**src/rtl/adcq_pkg.sv**
```systemverilog
package adcq_pkg;
  localparam int BUS_W = 16;
  localparam int ENTRY_W = 8;

  typedef enum logic [1:0] {
    MODE_OFF  = 2'd0,
    MODE_SOFT = 2'd1,
    MODE_SCAN = 2'd2,
    MODE_EXT  = 2'd3
  } trigMode_t;

  localparam logic [1:0] ADDR_CFG1 = 2'd0;  // write cfg1, read = start
  localparam logic [1:0] ADDR_CFG2 = 2'd1;  // write cfg2, read = status
  localparam logic [1:0] ADDR_DATA = 2'd2;  // write = irq clear, read = pop
  localparam logic [1:0] ADDR_LIST = 2'd3;  // write = list entry

  // cfg1 bit positions
  localparam int C1_IRQ_EN   = 15;
  localparam int C1_EXT_IE   = 9;
  localparam int C1_HALF_IE  = 8;
  localparam int C1_FALLING  = 3;
  localparam int C1_CONT     = 2;
  // cfg2 bit positions
  localparam int C2_SAMP_EN  = 10;
  localparam int C2_LIST_EN  = 9;

  typedef struct packed {
    logic listPush;
    logic listFlush;
    logic listAdvance;
    logic contMode;
    logic samplePush;
    logic samplePop;
    logic sampleFlush;
  } dpStrobe_t;
endpackage

```
**src/rtl/adcq_datapath.sv**
```systemverilog
module adcq_datapath
  import adcq_pkg::*;
#(
  parameter int LIST_DEPTH   = 16,
  parameter int SAMPLE_DEPTH = 32,
  parameter int SAMPLE_W     = 12,
  localparam int LIST_AW  = $clog2(LIST_DEPTH),
  localparam int LCW      = LIST_AW + 1,
  localparam int SAMP_AW  = $clog2(SAMPLE_DEPTH),
  localparam int SCW      = SAMP_AW + 1
) (
  input  logic                clk,
  input  logic                rstN,
  input  dpStrobe_t           strobe,
  input  logic [ENTRY_W-1:0]  listWdata,
  input  logic [SAMPLE_W-1:0] sampleWdata,
  output logic [ENTRY_W-1:0]  listEntry,
  output logic                listAvail,
  output logic [LCW-1:0]      listCount,
  output logic [SCW-1:0]      sampleCount,
  output logic [SAMPLE_W-1:0] sampleRead
);
  localparam logic [LCW-1:0] LIST_FULL = LCW'(LIST_DEPTH);
  localparam logic [SCW-1:0] SAMP_FULL = SCW'(SAMPLE_DEPTH);
  localparam logic [SAMP_AW-1:0] SAMP_LAST = SAMP_AW'(SAMPLE_DEPTH - 1);

  // ---------------- channel list (indexed, non-destructive) ----------------
  logic [ENTRY_W-1:0] listMem [LIST_DEPTH];
  logic [LCW-1:0] listCnt, listIdx, effIdx, nextIdx;
  logic listWrOk;

  assign effIdx    = (strobe.contMode && listIdx >= listCnt) ? '0 : listIdx;
  assign nextIdx   = effIdx + 1'b1;
  assign listAvail = effIdx < listCnt;
  assign listEntry = listMem[effIdx[LIST_AW-1:0]];
  assign listWrOk  = strobe.listPush && !strobe.listFlush && (listCnt != LIST_FULL);
  assign listCount = listCnt;

  always_ff @(posedge clk) begin
    if (listWrOk) listMem[listCnt[LIST_AW-1:0]] <= listWdata;
  end

  always_ff @(posedge clk or negedge rstN) begin
    if (!rstN) begin
      listCnt <= '0;
      listIdx <= '0;
    end else if (strobe.listFlush) begin
      listCnt <= '0;
      listIdx <= '0;
    end else begin
      if (listWrOk) listCnt <= listCnt + 1'b1;
      if (strobe.listAdvance)
        listIdx <= (strobe.contMode && nextIdx == listCnt) ? '0 : nextIdx;
    end
  end

  // ---------------- sample FIFO ----------------
  logic [SAMPLE_W-1:0] sampMem [SAMPLE_DEPTH];
  logic [SAMP_AW-1:0] wrPtr, rdPtr;
  logic [SCW-1:0] sampCnt;
  logic [SAMPLE_W-1:0] lastVal;
  logic doPop, doPush;

  assign doPop  = strobe.samplePop && (sampCnt != '0);
  assign doPush = strobe.samplePush && !strobe.sampleFlush && ((sampCnt != SAMP_FULL) || doPop);
  assign sampleRead  = (sampCnt != '0) ? sampMem[rdPtr] : lastVal;
  assign sampleCount = sampCnt;

  always_ff @(posedge clk) begin
    if (doPush) sampMem[wrPtr] <= sampleWdata;
  end

  always_ff @(posedge clk or negedge rstN) begin
    if (!rstN) begin
      lastVal <= '0;
    end else if (doPop) begin
      lastVal <= sampMem[rdPtr];
    end
  end

  always_ff @(posedge clk or negedge rstN) begin
    if (!rstN) begin
      wrPtr   <= '0;
      rdPtr   <= '0;
      sampCnt <= '0;
    end else if (strobe.sampleFlush) begin
      wrPtr   <= '0;
      rdPtr   <= '0;
      sampCnt <= '0;
    end else begin
      if (doPush) wrPtr <= (wrPtr == SAMP_LAST) ? '0 : wrPtr + 1'b1;
      if (doPop)  rdPtr <= (rdPtr == SAMP_LAST) ? '0 : rdPtr + 1'b1;
      case ({doPush, doPop})
        2'b10:   sampCnt <= sampCnt + 1'b1;
        2'b01:   sampCnt <= sampCnt - 1'b1;
        default: sampCnt <= sampCnt;
      endcase
    end
  end

  // ---------------- assertions ----------------
  p_no_overflow_r11: assert property (@(posedge clk) disable iff (!rstN)
    sampCnt <= SAMP_FULL && listCnt <= LIST_FULL);

  p_flush_empties_r9: assert property (@(posedge clk) disable iff (!rstN)
    strobe.sampleFlush |=> sampCnt == '0);

  p_list_flush_r9: assert property (@(posedge clk) disable iff (!rstN)
    strobe.listFlush |=> listCnt == '0);

  p_pushpop_keeps_count_r14: assert property (@(posedge clk) disable iff (!rstN)
    (strobe.samplePush && strobe.samplePop && !strobe.sampleFlush && sampCnt != '0)
      |=> $stable(sampCnt));
endmodule

```
**src/rtl/adcq_ctrl.sv**
```systemverilog
module adcq_ctrl
  import adcq_pkg::*;
#(
  parameter int LIST_DEPTH   = 16,
  parameter int SAMPLE_DEPTH = 32,
  parameter int SAMPLE_W     = 12,
  localparam int LCW = $clog2(LIST_DEPTH) + 1,
  localparam int SCW = $clog2(SAMPLE_DEPTH) + 1
) (
  input  logic                clk,
  input  logic                rstN,
  input  logic [1:0]          busAddr,
  input  logic                busWr,
  input  logic                busRd,
  input  logic [BUS_W-1:0]    busWdata,
  output logic [BUS_W-1:0]    busRdata,
  input  logic                extTrig,
  input  logic                scanTick,
  input  logic                convDone,
  input  logic [SAMPLE_W-1:0] convData,
  output logic                convStart,
  output logic [3:0]          convChan,
  output logic [1:0]          convGain,
  output logic                convUnipolar,
  output logic                convDiff,
  output logic                irq,
  output dpStrobe_t           strobe,
  output logic [ENTRY_W-1:0]  listWdata,
  output logic [SAMPLE_W-1:0] sampleWdata,
  input  logic [ENTRY_W-1:0]  listEntry,
  input  logic                listAvail,
  input  logic [LCW-1:0]      listCount,
  input  logic [SCW-1:0]      sampleCount,
  input  logic [SAMPLE_W-1:0] sampleRead
);
  localparam logic [LCW-1:0] LIST_FULL = LCW'(LIST_DEPTH);
  localparam logic [SCW-1:0] SAMP_FULL = SCW'(SAMPLE_DEPTH);
  localparam logic [SCW-1:0] SAMP_HALF = SCW'(SAMPLE_DEPTH / 2);
  localparam logic [SAMPLE_W-1:0] CODE_FLIP = SAMPLE_W'(1) << (SAMPLE_W - 1);

  // configuration bits kept
  logic [1:0] cfgMode;
  logic cfgIrqEn, cfgExtIe, cfgHalfIe, cfgFalling, cfgCont;
  logic cfgSampEn, cfgListEn;

  logic busy, extPrev, prevHalf, pendExt, pendHalf;
  trigMode_t mode;
  logic extEdge, trigReq, launch, doneEv, halfFull;
  logic extSet, halfSet, irqClr;

  assign mode     = trigMode_t'(cfgMode);
  assign extEdge  = cfgFalling ? (extPrev && !extTrig) : (!extPrev && extTrig);
  assign halfFull = sampleCount >= SAMP_HALF;

  always_comb begin
    case (mode)
      MODE_SOFT: trigReq = busRd && (busAddr == ADDR_CFG1);
      MODE_SCAN: trigReq = scanTick;
      MODE_EXT:  trigReq = extEdge;
      default:   trigReq = 1'b0;
    endcase
  end

  assign launch  = trigReq && !busy && listAvail;
  assign doneEv  = busy && convDone;
  assign extSet  = extEdge && cfgExtIe;
  assign halfSet = halfFull && !prevHalf && cfgHalfIe;
  assign irqClr  = busWr && (busAddr == ADDR_DATA);

  always_comb begin
    strobe.listPush    = busWr && (busAddr == ADDR_LIST);
    strobe.listFlush   = !cfgListEn;
    strobe.listAdvance = launch;
    strobe.contMode    = cfgCont;
    strobe.samplePush  = doneEv;
    strobe.samplePop   = busRd && (busAddr == ADDR_DATA) && (sampleCount != '0);
    strobe.sampleFlush = !cfgSampEn;
  end
  assign listWdata   = busWdata[ENTRY_W-1:0];
  assign sampleWdata = convData ^ CODE_FLIP;

  // register read mux
  logic [BUS_W-1:0] statusWord;
  always_comb begin
    statusWord     = '0;
    statusWord[9]  = pendExt;
    statusWord[8]  = pendHalf;
    statusWord[4]  = sampleCount == SAMP_FULL;
    statusWord[3]  = halfFull;
    statusWord[2]  = sampleCount == '0;
    statusWord[1]  = listCount == LIST_FULL;
    statusWord[0]  = busy;
    case (busAddr)
      ADDR_CFG2: busRdata = statusWord;
      ADDR_DATA: busRdata = BUS_W'(sampleRead);
      default:   busRdata = '0;
    endcase
  end

  assign irq = cfgIrqEn && (pendExt || pendHalf);

  always_ff @(posedge clk or negedge rstN) begin
    if (!rstN) begin
      cfgMode <= '0; cfgIrqEn <= 1'b0; cfgExtIe <= 1'b0; cfgHalfIe <= 1'b0;
      cfgFalling <= 1'b0; cfgCont <= 1'b0; cfgSampEn <= 1'b0; cfgListEn <= 1'b0;
    end else if (busWr && busAddr == ADDR_CFG1) begin
      cfgMode    <= busWdata[1:0];
      cfgIrqEn   <= busWdata[C1_IRQ_EN];
      cfgExtIe   <= busWdata[C1_EXT_IE];
      cfgHalfIe  <= busWdata[C1_HALF_IE];
      cfgFalling <= busWdata[C1_FALLING];
      cfgCont    <= busWdata[C1_CONT];
    end else if (busWr && busAddr == ADDR_CFG2) begin
      cfgSampEn  <= busWdata[C2_SAMP_EN];
      cfgListEn  <= busWdata[C2_LIST_EN];
    end
  end

  always_ff @(posedge clk or negedge rstN) begin
    if (!rstN) begin
      busy <= 1'b0; convStart <= 1'b0;
      convChan <= '0; convGain <= '0; convUnipolar <= 1'b0; convDiff <= 1'b0;
      extPrev <= 1'b0; prevHalf <= 1'b0; pendExt <= 1'b0; pendHalf <= 1'b0;
    end else begin
      convStart <= launch;
      if (launch) begin
        busy         <= 1'b1;
        convChan     <= listEntry[3:0];
        convGain     <= listEntry[5:4];
        convUnipolar <= listEntry[6];
        convDiff     <= listEntry[7];
      end else if (doneEv) begin
        busy <= 1'b0;
      end
      extPrev  <= extTrig;
      prevHalf <= halfFull;
      pendExt  <= (irqClr ? 1'b0 : pendExt)  | extSet;
      pendHalf <= (irqClr ? 1'b0 : pendHalf) | halfSet;
    end
  end

  // ---------------- assertions ----------------
  p_start_from_idle_r7: assert property (@(posedge clk) disable iff (!rstN)
    convStart |-> !$past(busy));

  p_busy_holds_r7: assert property (@(posedge clk) disable iff (!rstN)
    (busy && !convDone) |=> busy);

  p_off_mode_quiet_r4: assert property (@(posedge clk) disable iff (!rstN)
    ($past(cfgMode) == MODE_OFF) |-> !convStart);

  p_irq_clear_r13: assert property (@(posedge clk) disable iff (!rstN)
    (irqClr && !extSet && !halfSet) |=> (!pendExt && !pendHalf));

  p_event_survives_clear_r13: assert property (@(posedge clk) disable iff (!rstN)
    extSet |=> pendExt);
endmodule

```
**src/rtl/adcq_top.sv**
```systemverilog
module adcq_top
  import adcq_pkg::*;
#(
  parameter int LIST_DEPTH   = 16,
  parameter int SAMPLE_DEPTH = 32,
  parameter int SAMPLE_W     = 12,
  localparam int LCW = $clog2(LIST_DEPTH) + 1,
  localparam int SCW = $clog2(SAMPLE_DEPTH) + 1
) (
  input  logic                clk,
  input  logic                rstN,
  input  logic [1:0]          busAddr,
  input  logic                busWr,
  input  logic                busRd,
  input  logic [15:0]         busWdata,
  output logic [15:0]         busRdata,
  input  logic                extTrig,
  input  logic                scanTick,
  input  logic                convDone,
  input  logic [SAMPLE_W-1:0] convData,
  output logic                convStart,
  output logic [3:0]          convChan,
  output logic [1:0]          convGain,
  output logic                convUnipolar,
  output logic                convDiff,
  output logic                irq
);
  dpStrobe_t           strobe;
  logic [ENTRY_W-1:0]  listWdata, listEntry;
  logic [SAMPLE_W-1:0] sampleWdata, sampleRead;
  logic                listAvail;
  logic [LCW-1:0]      listCount;
  logic [SCW-1:0]      sampleCount;

  adcq_ctrl #(.LIST_DEPTH(LIST_DEPTH), .SAMPLE_DEPTH(SAMPLE_DEPTH), .SAMPLE_W(SAMPLE_W)) u_ctrl (
    .clk(clk), .rstN(rstN),
    .busAddr(busAddr), .busWr(busWr), .busRd(busRd), .busWdata(busWdata), .busRdata(busRdata),
    .extTrig(extTrig), .scanTick(scanTick), .convDone(convDone), .convData(convData),
    .convStart(convStart), .convChan(convChan), .convGain(convGain),
    .convUnipolar(convUnipolar), .convDiff(convDiff), .irq(irq),
    .strobe(strobe), .listWdata(listWdata), .sampleWdata(sampleWdata),
    .listEntry(listEntry), .listAvail(listAvail), .listCount(listCount),
    .sampleCount(sampleCount), .sampleRead(sampleRead)
  );

  adcq_datapath #(.LIST_DEPTH(LIST_DEPTH), .SAMPLE_DEPTH(SAMPLE_DEPTH), .SAMPLE_W(SAMPLE_W)) u_dp (
    .clk(clk), .rstN(rstN), .strobe(strobe),
    .listWdata(listWdata), .sampleWdata(sampleWdata),
    .listEntry(listEntry), .listAvail(listAvail), .listCount(listCount),
    .sampleCount(sampleCount), .sampleRead(sampleRead)
  );
endmodule

```
**config.mk**
```make
export PLATFORM = sky130hd
export DESIGN_NAME = adcq_top
export DESIGN_NICKNAME = d
export VERILOG_FILES = /design/src/rtl/adcq_pkg.sv /design/src/rtl/adcq_datapath.sv /design/src/rtl/adcq_ctrl.sv /design/src/rtl/adcq_top.sv
export SDC_FILE = /design/constraint.sdc
export NUM_CORES = 1
export LEC_CHECK = 0
export ABC_AREA = 1
export CAP_MARGIN = 10
export CORE_MARGIN = 3
export CORE_UTILIZATION = 34
export CTS_CLUSTER_SIZE = 16
export DETAILED_ROUTE_END_ITERATION = 10
export PLACE_DENSITY_LB_ADDON = 0.1
export SKIP_LAST_GASP = 1
export SLEW_MARGIN = 20
export SYNTH_ARGS = -nofsm -noshare
export SYNTH_HDL_FRONTEND = slang
export SYNTH_SLANG_ARGS = --single-unit
```
**constraint.sdc**
```tcl
create_clock -name clk -period 5.9 [get_ports clk]
set_input_delay 1.18 -clock clk [delete_from_list [all_inputs] [get_ports clk]]
set_output_delay 1.18 -clock clk [all_outputs]
set_load 0.02 [all_outputs]
```
# Word level (Yosys, flattened, before mapping)
# Memory sizes are Yosys's and may differ from the RTL's. A register that Yosys moved wholly into a read port is not among the register bits.
# Index checks and enable logic that the tools add are counted.
# Widths: inputs -> output; s select.
dict set report totals {
  reg_bits 53
  latchBits 0
  mem_bits_rw 512
  mem_bits_ro 0
  word_cells 116
  n_memories 2
}
# name depth word_bits rd rd_ports_with_merged_regs write_ports line_no
set mem_list {}
lappend mem_list {u_dp.sampMem 32 12 1 0 1 adcq_datapath.sv:58} ;# logic [SAMPLE_W-1:0] sampMem [SAMPLE_DEPTH];
lappend mem_list {u_dp.listMem 16 8 1 1 1 adcq_datapath.sv:28} ;# logic [ENTRY_W-1:0] listMem [LIST_DEPTH];
dict set report op_classes {
  add_sub_neg 6
  n_mul 0
  div 0
  n_lt_le_gt_ge 3
  n_eq_ne 20
  shift 0
  n_mux 26
  bitwise 4
  reduce_logical 35
}
# cell n
set op_table {}
lappend op_table {{$mux 5} 12}
lappend op_table {{$pmux 12 s2} 1}
lappend op_table {{$logic_and 1x1->1} 23}
lappend op_table {{$add 5x1->5 const B} 4}
lappend op_table {{$eq 5x5->1 const B} 3}
lappend op_table {{$mux 12} 1}
lappend op_table {{$pmux 6 s2} 1}
lappend op_table {{$eq 2x2->1 const B} 5}
lappend op_table {{$mux 1} 9}
lappend op_table {{$add 6x1->6 const B} 1}
lappend op_table {{$eq 2x1->1 const B} 3}
lappend op_table {{$eq 6x6->1 const B} 1}
lappend op_table {{$ge 6x5->1 const B} 1}
lappend op_table {{$logic_not 6->1} 1}
lappend op_table {{$mux 6} 1}
lappend op_table {{$ne 2x1->1 const B} 3}
lappend op_table {{$ne 6x6->1 const B} 1}
lappend op_table {{$reduce_bool 6->1} 1}
lappend op_table {{$sub 6x1->6 const B} 1}
lappend op_table {{$eq 5x5->1} 1}
lappend op_table {{$ge 5x5->1} 1}
lappend op_table {{$logic_not 1->1} 5}
lappend op_table {{$lt 5x5->1} 1}
lappend op_table {{$ne 5x5->1 const B} 1}
lappend op_table {{other kinds (9)} 12}

# Depth between registers and ports, before layout
# Gate-level depths: netlist of run 1.
dict set report logic_depth {
  word_depth 9
  ltp_mapped 21
  depth_no_buf 19
}

# Hierarchy
# A second synthesis of run 1 with hierarchy kept.
dict set report unflattened {
  cells_unflattened 1991
  hier_area_um2 24325.8
}
# module n_inst cells_per_inst area_per_inst_um2 seq_area_each_um2
set by_module_without_submodules {}
lappend by_module_without_submodules {adcq_datapath 1 1814 22899.5 16325.7}
lappend by_module_without_submodules {adcq_ctrl 1 177 1426.4 575.6}

# Worst setup path before layout of run 1
# No wires, ideal clock.
dict set report synth_path {
  kind {input to output}
  from {in busAddr[0]}
  to {out busRdata[0]}
  arrival_time_ps 2041
  required_time_ps 4720
  path_slack_ps 2679
  path_stages 6
  n_path_buf 0
  path_cell_list {inv_1 > ha_1 > inv_1 > nor2_1 > nand2_1 > a21oi_1}
}
dict set report synth_via {
  elab_chain_cells 2
}
# element line_no
set synth_lines {}
lappend synth_lines {{start, declared} adcq_top.sv:12} ;# input logic [1:0] busAddr,
lappend synth_lines {{$eq 2x2->1 / $eq 2x1->1 (equally long branches)} adcq_ctrl.sv:93} ;# case (busAddr)
lappend synth_lines {{$pmux 12 s2 (*)} adcq_ctrl.sv:93}
lappend synth_lines {{end, declared} adcq_top.sv:16} ;# output logic [15:0] busRdata,
# Every way passes the cells marked *; elsewhere a longest branch is shown, timed or not.

# Worst setup path after layout of run 1
dict set report layout_path {
  from {reg u_dp.rdPtr[0]}
  to {out busRdata[5]}
}
dict set report layout_via {
  elab_chain_cells 3
}
# element line_no
set layout_lines {}
lappend layout_lines {{start, declared} adcq_datapath.sv:59} ;# logic [SAMP_AW-1:0] wrPtr, rdPtr;
lappend layout_lines {{start signal, assigned} adcq_datapath.sv:92} ;# if (doPop) rdPtr <= (rdPtr == SAMP_LAST) ? '0 : rdPtr + 1'b1;
lappend layout_lines {{$mem_v2 32x12} --}
lappend layout_lines {{$mux 12} adcq_datapath.sv:66} ;# assign sampleRead = (sampCnt != '0) ? sampMem[rdPtr] : lastVal;
lappend layout_lines {{$pmux 12 s2} adcq_ctrl.sv:93}
# No other way between the ends.

==> results_dict.tcl, run 1 <==
set metrics [dict create \
    status "complete, no violations" \
    final_number_of_hold_violating_endpoints 0 \
    commonest_non_fill_non_tap_cell_in_the_layout "edfxtp_1" \
    number_of_global_route_vias_before_repair 15500 \
    drive_above_1_share 0.0949 \
    globalplace.congestion 0.798 \
    netsw_w 0.00207 \
    ys_warn_count 0 \
    post_cts_buffers 0 \
    fin_crit_sh 0.846 \
    post_synth_instance_area_sq_um 24500 \
    viasPerCell 4.96 \
    startpoint "u_dp.rdPtr[0]" \
    power.share.combinational 0.059 \
    sw_frac_of_total 0.232 \
    worst_r2r_startpoint "u_dp.listIdx[0]" \
    timing_max_transition_violations_final 0 \
    synth.ff_latch_count 573 \
    clockPowerShare 0.431 \
    skew_ns 0.0393 \
    total_leakage_power_nw 10.3 \
    min-delay-start "u_ctrl.convUnipolar" \
    critical_path_peak_fanout 38 \
    startpoint_type_of_the_worst_setup_path "register" \
    synth.distinct_cells 49 \
    ant_nets 0 \
    number_of_antenna_violations_at_the_first_check_in_global_routing 0 \
    crit_arrival_ns 3.81 \
    via_count 15800 \
    area_growth_pct 14.8 \
    timing_worst_setup_path_type "register to output port" \
    finish.net_count 2261 \
    wire_per_inst_um 21.1 \
    synthFlopType "edfxtp_1" \
    rsz_0062_raised_after_global_routing "false" \
    p_int_w 0.00686 \
    buffer_ports.inserted 54 \
    globalRouteOverflowTotal 0 \
    fin_tns_setup_ns 0 \
    num_rows 97 \
    avgSynthCellArea_sq_um 11.6 \
    cap_viol_max_count 0 \
    power_density_nw_per_um2 317 \
    finalSetupViolCount 0 \
    grt_max_degree 126 \
    dr.first_iter.drc_count 998 \
    dieWidth_um 275 \
    seqPwrFrac 0.510 \
    dpl.hpwl_mm 40.7 \
    synth_enable_flop_cells 512 \
    worst_ep_required_time_ns 4.72 \
    drt-total-wl_mm 67.1 \
    synthArstFlopShare 0.106 \
    worst_slew_pin_slew_ns 1.04 \
    design.core.area_sq_um 70800 \
    floorplan.die.height_um 275 \
    detailedRoute.firstPassIterationCount 6 \
    cts.root.buffer_cell "clkbuf_16" \
    worst_slack_ns 0.910 \
    cts_tree "yes" \
    timing.final.crit_period_ns 4.99 \
    placement.setup.worst_slack_ns 1.15 \
    layout.cells.most_common_list "512 x edfxtp_1, 422 x nand2_1, 187 x nand3_1" \
    synth_seq_area_share 0.689 \
    holdCritPathClass "register to register" \
    timing.critical_path.to_type "output port" \
    hold-worst-slack_ns 0.483 \
    clock_latency_ns 0.60 \
    syn-instance-count 2116 \
    max_clock_freq_mhz 200 \
    layout.area.seq_sq_um 16900 \
    fillers 6806 \
    clkSlewWorstSetupHoldPaths_ns 0.06 \
    grt_first_pass_wirelength_mm 100 \
    ctsHtreeMaxLevel 3 \
    ioPinCount 63 \
    die-area_sq_um 75400 \
    slew-limit-headroom 0.302 \
    hold_buffers 0 \
    post_detailed_route_drc_marker_count 0 \
    antenna_cells_inserted 0 \
    resized_after_cts 0 \
    worst_ir_drop_vdd_v 0.000223 \
    grt_usage 0.178 \
    cts_max_path_buffers 3 \
    numClockSinks 573 \
    multi_input_comb_area_sq_um 6450 \
    tritoncts.num_buffers 66 \
    start_util 0.347 \
]
[registers in the layout (all words and copies together), names as in the netlist, 2 cells and up]
name / flops
u_ctrl.convChan: 4
u_dp.wrPtr: 5
u_ctrl.cfgMode: 2
u_dp.sampMem: 384
u_ctrl.convGain: 2
u_dp.listMem: 128
u_dp.rdPtr: 5
u_dp.listIdx: 5
u_dp.lastVal: 12
u_dp.sampleCount: 6
u_dp.listCount: 5
[per-stage QoR]
| stage | util | cells | instance area, sq um | power [W] |
|---|---|---|---|---|
| 2_1_floorplan | - | 2119 | 24500 | 0.00492 |
| 3_3_place_gp | 0.369 | 3065 | 26100 | 0.00517 |
| 3_5_place_dp | 0.369 | 3065 | 26100 | 0.00518 |
| 4_1_cts | 0.398 | 3184 | 28200 | 0.00905 |
| 5_1_grt | 0.398 | 3184 | 28200 | 0.00926 |
| 6_report | 0.398 | 3184 | 28200 | 0.00894 |
[layout make-up]
class	instances	area share
well taps	940	0.0418
repair buffers	119	0.0372
clock buffers	86	0.0624
flip-flops and latches	573	0.600
multi-input cells	1285	0.229
inverters	148	0.0198
clock inverters	33	0.00920
[synthesized netlist by cell type, types with 29 or more instances]
cell | n | area, sq um
ha_1 | 30 | 375
o22ai_1 | 44 | 275
o21ai_1 | 39 | 195
dfrtp_1 | 61 | 1530
a21oi_1 | 110 | 551
clkbuf_1 | 29 | 109
edfxtp_1 | 512 | 15400
nand2_1 | 423 | 1590
nor2_1 | 182 | 683
nand3_1 | 187 | 936
o21ai_0 | 97 | 485
buf_2 | 44 | 220
inv_1 | 139 | 522
[metal layers]
layer | share of wire | global-route usage
met1 | 0.46 | 0.246
met2 | 0.48 | 0.295
met3 | 0.035 | 0.0271
met4 | 0.022 | 0.0469
met5 | 0 | 0
[power groups by stage]
stage                     combinational (W)  clock (W)  sequential, W
after floorplan                    0.000269          0        0.00466
after global placement             0.000529          0        0.00464
after detailed placement           0.000534          0        0.00464
after CTS                          0.000537    0.00396        0.00456
after global routing               0.000583    0.00411        0.00457
final                              0.000529    0.00385        0.00456
[critical path: stages, from the launching register on]
cell	delay, ns
dfrtp_4	0.51
inv_4	0.38
buf_4	0.33
nand2_1	0.08
nand3_1	0.07
nand3_1	0.19
o211ai_1	0.29
nand2_1	0.11
o22ai_1	0.39
o21ai_1	0.12
inv_1	0.10
clkdlybuf4s50_1	0.61
[cells by family after synthesis]
| kind of cell | share of synthesized area |
|---|---|
| adder cells (fa/ha/maj) | 0.0161 |
| flip-flops | 0.689 |
| other | 0.000153 |
| AND/OR/NAND/NOR | 0.150 |
| multiplexers | 0.0121 |
| AO/OA/AOI/OAI | 0.0811 |
| XOR/XNOR | 0.00214 |
| buffers and inverters | 0.0487 |
[final timing paths]
check / endpoint / slack (ns) / depth (start not counted)
max reg2reg: u_dp.listIdx[3] / 1.18 / 20
max in group asynchronous: u_dp.rdPtr[0] / 4.46 / 2
min in group asynchronous: u_ctrl.cfgSampEn / 0.79 / 2
min: u_ctrl.convUnipolar / 0.48 / 2
min reg2reg: u_ctrl.convUnipolar / 0.48 / 2
max: busRdata[5] / 0.91 / 11
Note: power is estimated with default switching activity, not from simulation.
==> inputs of run 2 (changes only) <==
- clock period: 5.9 -> 4 ns (I/O delays scaled with it)
==> results_dict.tcl, run 2 (synthesis gave the netlist of run 1 again) <==
set metrics [dict create \
    startpoint_type_of_the_worst_setup_path "register" \
    dieWidth_um 275 \
    cts_tree "yes" \
    commonest_non_fill_non_tap_cell_in_the_layout "edfxtp_1" \
    finalSetupViolCount 3 \
    timing_max_transition_violations_final 0 \
    largest_register_ffs 384 \
    viasPerCell 4.95 \
    hold_buffers 0 \
    final_area_sq_um 28800 \
    floorplan.die.height_um 275 \
    power.total_w 0.0134 \
    final_number_of_hold_violating_endpoints 0 \
    fin_crit_sh 1.02 \
    fin_tns_setup_ns -0.247 \
    start_util 0.347 \
    worst_ep_required_time_ns 3.20 \
    grt_usage 0.181 \
    regMostFlops "u_dp.sampMem" \
    post_dp_cell_area_sq_um 26500 \
    num_rows 97 \
    clkSlewWorstSetupHoldPaths_ns 0.06 \
    area_growth_pct 17.5 \
    drive_above_1_share 0.115 \
    post_layout_cell_count 3223 \
    via_count 16000 \
    hold-worst-slack_ns 0.203 \
    rsz_0062_raised_after_global_routing "true" \
    detailedRoute.firstPassIterationCount 5 \
    cap_viol_max_count 0 \
    post_detailed_route_drc_marker_count 0 \
    cts_max_path_buffers 3 \
    status "finished with violations" \
    numClockSinks 573 \
    grt_max_degree 84 \
    dr.first_iter.drc_count 1269 \
    layout.cells.most_common_list "512 x edfxtp_1, 422 x nand2_1, 185 x nand3_1" \
    globalRouteOverflowTotal 0 \
    drt-total-wl_mm 68.7 \
    skew_ns 0.0246 \
    failing_checks "negative setup slack" \
    clockPowerShare 0.440 \
    number_of_global_route_vias_before_repair 15700 \
    buffer_ports.inserted 54 \
    holdCritPathClass "input port to async pin" \
    timing.critical_path.to_type "output port" \
    tritoncts.num_buffers 68 \
    antenna_cells_inserted 0 \
    wire_per_inst_um 21.3 \
    placedCellCount 3097 \
    crit_arrival_ns 3.30 \
    design.core.area_sq_um 70800 \
    power.share.combinational 0.060 \
    total_leakage_power_nw 10.8 \
    grt_first_pass_wirelength_mm 101 \
    worst_slew_pin_slew_ns 0.915 \
    die-area_sq_um 75400 \
    number_of_antenna_violations_at_the_first_check_in_global_routing 0 \
    slew-limit-headroom 0.390 \
    timing_worst_setup_path_type "register to output port" \
    ctsHtreeMaxLevel 3 \
    ioPinCount 63 \
    number_of_cells_on_the_worst_reg_to_reg_path 19 \
    ant_nets 0 \
    worst_slack_ns -0.0955 \
    timing.final.crit_period_ns 4.10 \
    cts.root.buffer_cell "clkbuf_16" \
    critical_path_peak_fanout 31 \
    dpl.hpwl_mm 41.6 \
    max_clock_freq_mhz 244 \
    seqPwrFrac 0.500 \
    finish.net_count 2299 \
    power_density_nw_per_um2 467 \
    netsw_w 0.00309 \
    clock_latency_ns 0.61 \
    globalplace.congestion 0.826 \
    p_int_w 0.0104 \
    worst_ir_drop_vdd_v 0.000292 \
    sw_frac_of_total 0.230 \
]
[run 2: final timing paths]
| check | start | slack (ns) | to |
|---|---|---|---|
| min in group clk | u_ctrl.convDiff | 0.49 | u_ctrl.convDiff |
| max reg2reg | u_dp.listCount[3] | 0.40 | u_dp.listIdx[4] |
| min reg2reg | u_ctrl.convDiff | 0.49 | u_ctrl.convDiff |
| max in group asynchronous | rstN | 3.04 | u_dp.listIdx[0] |
| min | rstN | 0.20 | u_ctrl.pendExt |
| max | u_dp.rdPtr[0] | -0.1 | busRdata[3] |
[run 2: per-stage QoR]
| step | utilization | setup WS, ns |
|---|---|---|
| 6_report | 0.407 | -0.0955 |
| 3_3_place_gp | 0.374 | 0.277 |
| 5_1_grt | 0.407 | -0.280 |
| 2_1_floorplan | - | 1.08 |
| 4_1_cts | 0.405 | -0.244 |
| 3_5_place_dp | 0.374 | 0.213 |
[run 2: area by class of cell]
type,count,area (sq um)
Fill cell,6770,42000
Sequential cell,573,16900
Multi-Input combinational cell,1285,6500
Clock buffer,87,1810
Timing Repair Buffer,155,1520
Tap cell,940,1180
Inverter,148,564
Clock inverter,35,325
[run 2: per-layer routing]
layer	part of all wire	routed length, um	GRT usage
met5	0	0	0
met4	0.026	1770	0.0542
met3	0.039	2710	0.0251
met2	0.49	33600	0.303
met1	0.45	30600	0.244
[run 2: power by group through the flow]
stage          Clock [W]  Sequential (W)  Combinational [W]
5_1_grt          0.00633         0.00673           0.000886
6_report         0.00592         0.00672           0.000806
2_1_floorplan          0         0.00687           0.000396
3_3_place_gp           0         0.00684           0.000798
4_1_cts          0.00608         0.00672           0.000807
3_5_place_dp           0         0.00685           0.000806
[run 2: what timing repair did]
item / in CTS / in global routing
resized for setup: 10 / 24
pin swaps: 2 / 3
endpoints found under the hold margin: 0 / 0
setup buffers: 0 / 2
setup endpoints to repair: 12 / 16
cloned: 0 / 2
[run 2: critical path, stage by stage (launching register included)]
cell and delay, ns:
dfrtp_4 0.53, buf_16 0.22, buf_12 0.23, nand2_1 0.07, a21oi_1 0.24, nor3_1 0.07
nand2_1 0.17, nand3_1 0.13, nand3_1 0.11, nand2_1 0.08, a21oi_1 0.16, clkdlybuf4s50_1 0.63
==> inputs of run 3 (changes only) <==
- clock period: 4 -> 4.73 ns (I/O delays scaled with it)
==> results_dict.tcl, run 3 (synthesis gave the netlist of run 1 again) <==
set metrics [dict create \
    design.core.area_sq_um 70800 \
    drive_above_1_share 0.101 \
    timing.critical_path.cells "buf_16 -> buf_12 -> o21ai_0 -> o22ai_1 -> nand2_1 -> nand2_1 -> nand3_1 -> nand3_1 -> nand2_1 -> a21oi_1 -> clkdlybuf4s50_1" \
    grt_max_degree 84 \
    cap_viol_max_count 0 \
    floorplan.die.height_um 275 \
    globalplace.congestion 0.806 \
    timing_max_transition_violations_final 0 \
    ctsHtreeMaxLevel 2 \
    crit_top_cell "nand2_1" \
    crit_arrival_ns 3.66 \
    ant_nets 0 \
    crit-reg2reg-capture "u_dp.listIdx[0]" \
    startpoint_type_of_the_worst_setup_path "register" \
    detailedRoute.firstPassIterationCount 5 \
    layout.area.seq_sq_um 16900 \
    area_growth_pct 15.4 \
    max_clock_freq_mhz 217 \
    rsz_0062_raised_after_global_routing "true" \
    commonest_non_fill_non_tap_cell_in_the_layout "edfxtp_1" \
    via_count 15900 \
    slew-limit-headroom 0.314 \
    utilization 0.400 \
    worst_r2r_startpoint "u_dp.listIdx[0]" \
    holdCritPathClass "input port to async pin" \
    antenna_cells_inserted 0 \
    number_of_global_route_vias_before_repair 15300 \
    globalRouteOverflowTotal 0 \
    number_of_cells_on_the_worst_reg_to_reg_path 19 \
    regMostFlops "u_dp.sampMem" \
    clock_latency_ns 0.64 \
    skew_ns 0.0395 \
    die-area_sq_um 75400 \
    grt_first_pass_wirelength_mm 101 \
    num_rows 97 \
    timing.final.crit_period_ns 4.61 \
    largest_register_ffs 384 \
    drt-total-wl_mm 68.4 \
    finalSetupViolCount 0 \
    fin_crit_sh 0.975 \
    post_cts_buffers 0 \
    cts_max_path_buffers 3 \
    ioPinCount 63 \
    cp_slowest_cell "clkdlybuf4s50_1" \
    wire_per_inst_um 21.4 \
    cp.buffers_inverters 3 \
    viasPerCell 4.96 \
    dpl.hpwl_mm 42.5 \
    number_of_antenna_violations_at_the_first_check_in_global_routing 2 \
    finish.net_count 2280 \
    total_leakage_power_nw 10.5 \
    worst_slew_pin_slew_ns 1.03 \
    layout.cells.most_common_list "512 x edfxtp_1, 422 x nand2_1, 187 x nand3_1" \
    placement.setup.worst_slack_ns 0.472 \
    power_density_nw_per_um2 387 \
    post_detailed_route_drc_marker_count 0 \
    worst-r2r-setup-slack_ns 0.67 \
    numClockSinks 573 \
    critPathTopFamily "buffers and inverters" \
    grt_usage 0.180 \
    worst_ep_required_time_ns 3.78 \
    critPathMaxStageDelay_ns 0.62 \
    fillers 6777 \
    timing_worst_setup_path_type "register to output port" \
    cts.root.buffer_cell "clkbuf_16" \
    critical_path_peak_fanout 72 \
    dr.first_iter.drc_count 1194 \
    multi_input_comb_area_sq_um 6450 \
    clkSlewWorstSetupHoldPaths_ns 0.06 \
    final_number_of_hold_violating_endpoints 0 \
    buffer_ports.inserted 54 \
    dieWidth_um 275 \
    timing.critical_path.to_type "output port" \
    cts_tree "yes" \
    tritoncts.num_buffers 61 \
    worst_slack_ns 0.120 \
    status "complete, no violations" \
    start_util 0.347 \
    worst_ir_drop_vdd_v 0.000275 \
]
## run 3: changes by cell type in the layout (fill, tap and decap cells not counted), sizes merged
cell	change
dlygate4sd2	-1
buf	-11
clkdlybuf4s50	+8
clkinvlp	-1
clkbuf	-16
dlymetal6s2s	-5
bufinv	+1
clkinv	+2
inv	-2
## run 3: final cells by class
class | count | share of cell area
Clock buffer | 74 | 0.0564
Clock inverter | 35 | 0.0101
Inverter | 148 | 0.0201
Multi-Input combinational cell | 1285 | 0.228
Sequential cell | 573 | 0.598
Tap cell | 940 | 0.0416
Timing Repair Buffer | 143 | 0.0463
## run 3: per-layer routing
layer / vias up / track usage / part of all wire
li1: 7626 / - / -
met1: 7825 / 0.256 / 0.47
met2: 328 / 0.291 / 0.47
met3: 92 / 0.0211 / 0.040
met4: 0 / 0.0489 / 0.023
met5: - / 0 / 0
## run 3: how the worst max path moves through the flow
stage | startpoint | end | slack, ns | depth (start not counted)
6_report | u_dp.rdPtr[0] | busRdata[9] | 0.12 | 11
3_5_place_dp | u_dp.listIdx[0] | u_dp.listIdx[0] | 0.47 | 19
5_1_grt | u_dp.rdPtr[1] | busRdata[4] | -0.03 | 10
4_1_cts | u_dp.rdPtr[1] | busRdata[10] | 0.01 | 12
3_3_place_gp | u_dp.listIdx[0] | u_dp.listIdx[1] | 0.55 | 19
2_1_floorplan | u_dp.listIdx[0] | u_dp.listIdx[0] | 1.81 | 20
## run 3: metrics by stage
step	area [sq um]	total power (W)	instances	setup TNS, ns	hold slack, ns
global route	28300	0.0113	3198	-0.0457	0.450
finish	28300	0.0109	3198	0	0.417
CTS	28200	0.0111	3197	0	0.408
global placement	26300	0.00646	3089	0	0.472
floorplan	24500	0.00614	2119	0	0.454
detailed placement	26300	0.00647	3089	0	0.470
## run 3: worst reg2reg max path, stage by stage (launching register included)
cell and delay, ns:
dfrtp_2 0.38, clkinvlp_4 0.29, ha_1 0.39, inv_1 0.04, nand2_1 0.05, nand2_1 0.06
nand3_2 0.10, nand2_4 0.10, nand2_2 0.21, clkinv_1 0.41, ha_1 0.44, nand2_1 0.06
nor3_1 0.19, nor2_1 0.10, nand3_1 0.35, clkinv_1 0.36, nand2_1 0.25, nor2_1 0.06
nand2_1 0.07, nand2_1 0.05
## run 3: repair_timing
action,in CTS,in global routing
pin swaps,1,1
setup endpoints to repair,2,9
hold buffers,0,0
resized for setup,2,9
cloned,0,1
## run 3: report_power, final
group / switching [W] / leakage, nW / total (W) / internal (W)
combinational: 0.000442 / 4.16 / 0.000682 / 0.000240
sequential: 0.0000642 / 5.39 / 0.00568 / 0.00562
clock: 0.00198 / 0.920 / 0.00457 / 0.00260
total: 0.00248 / 10.5 / 0.0109 / 0.00845
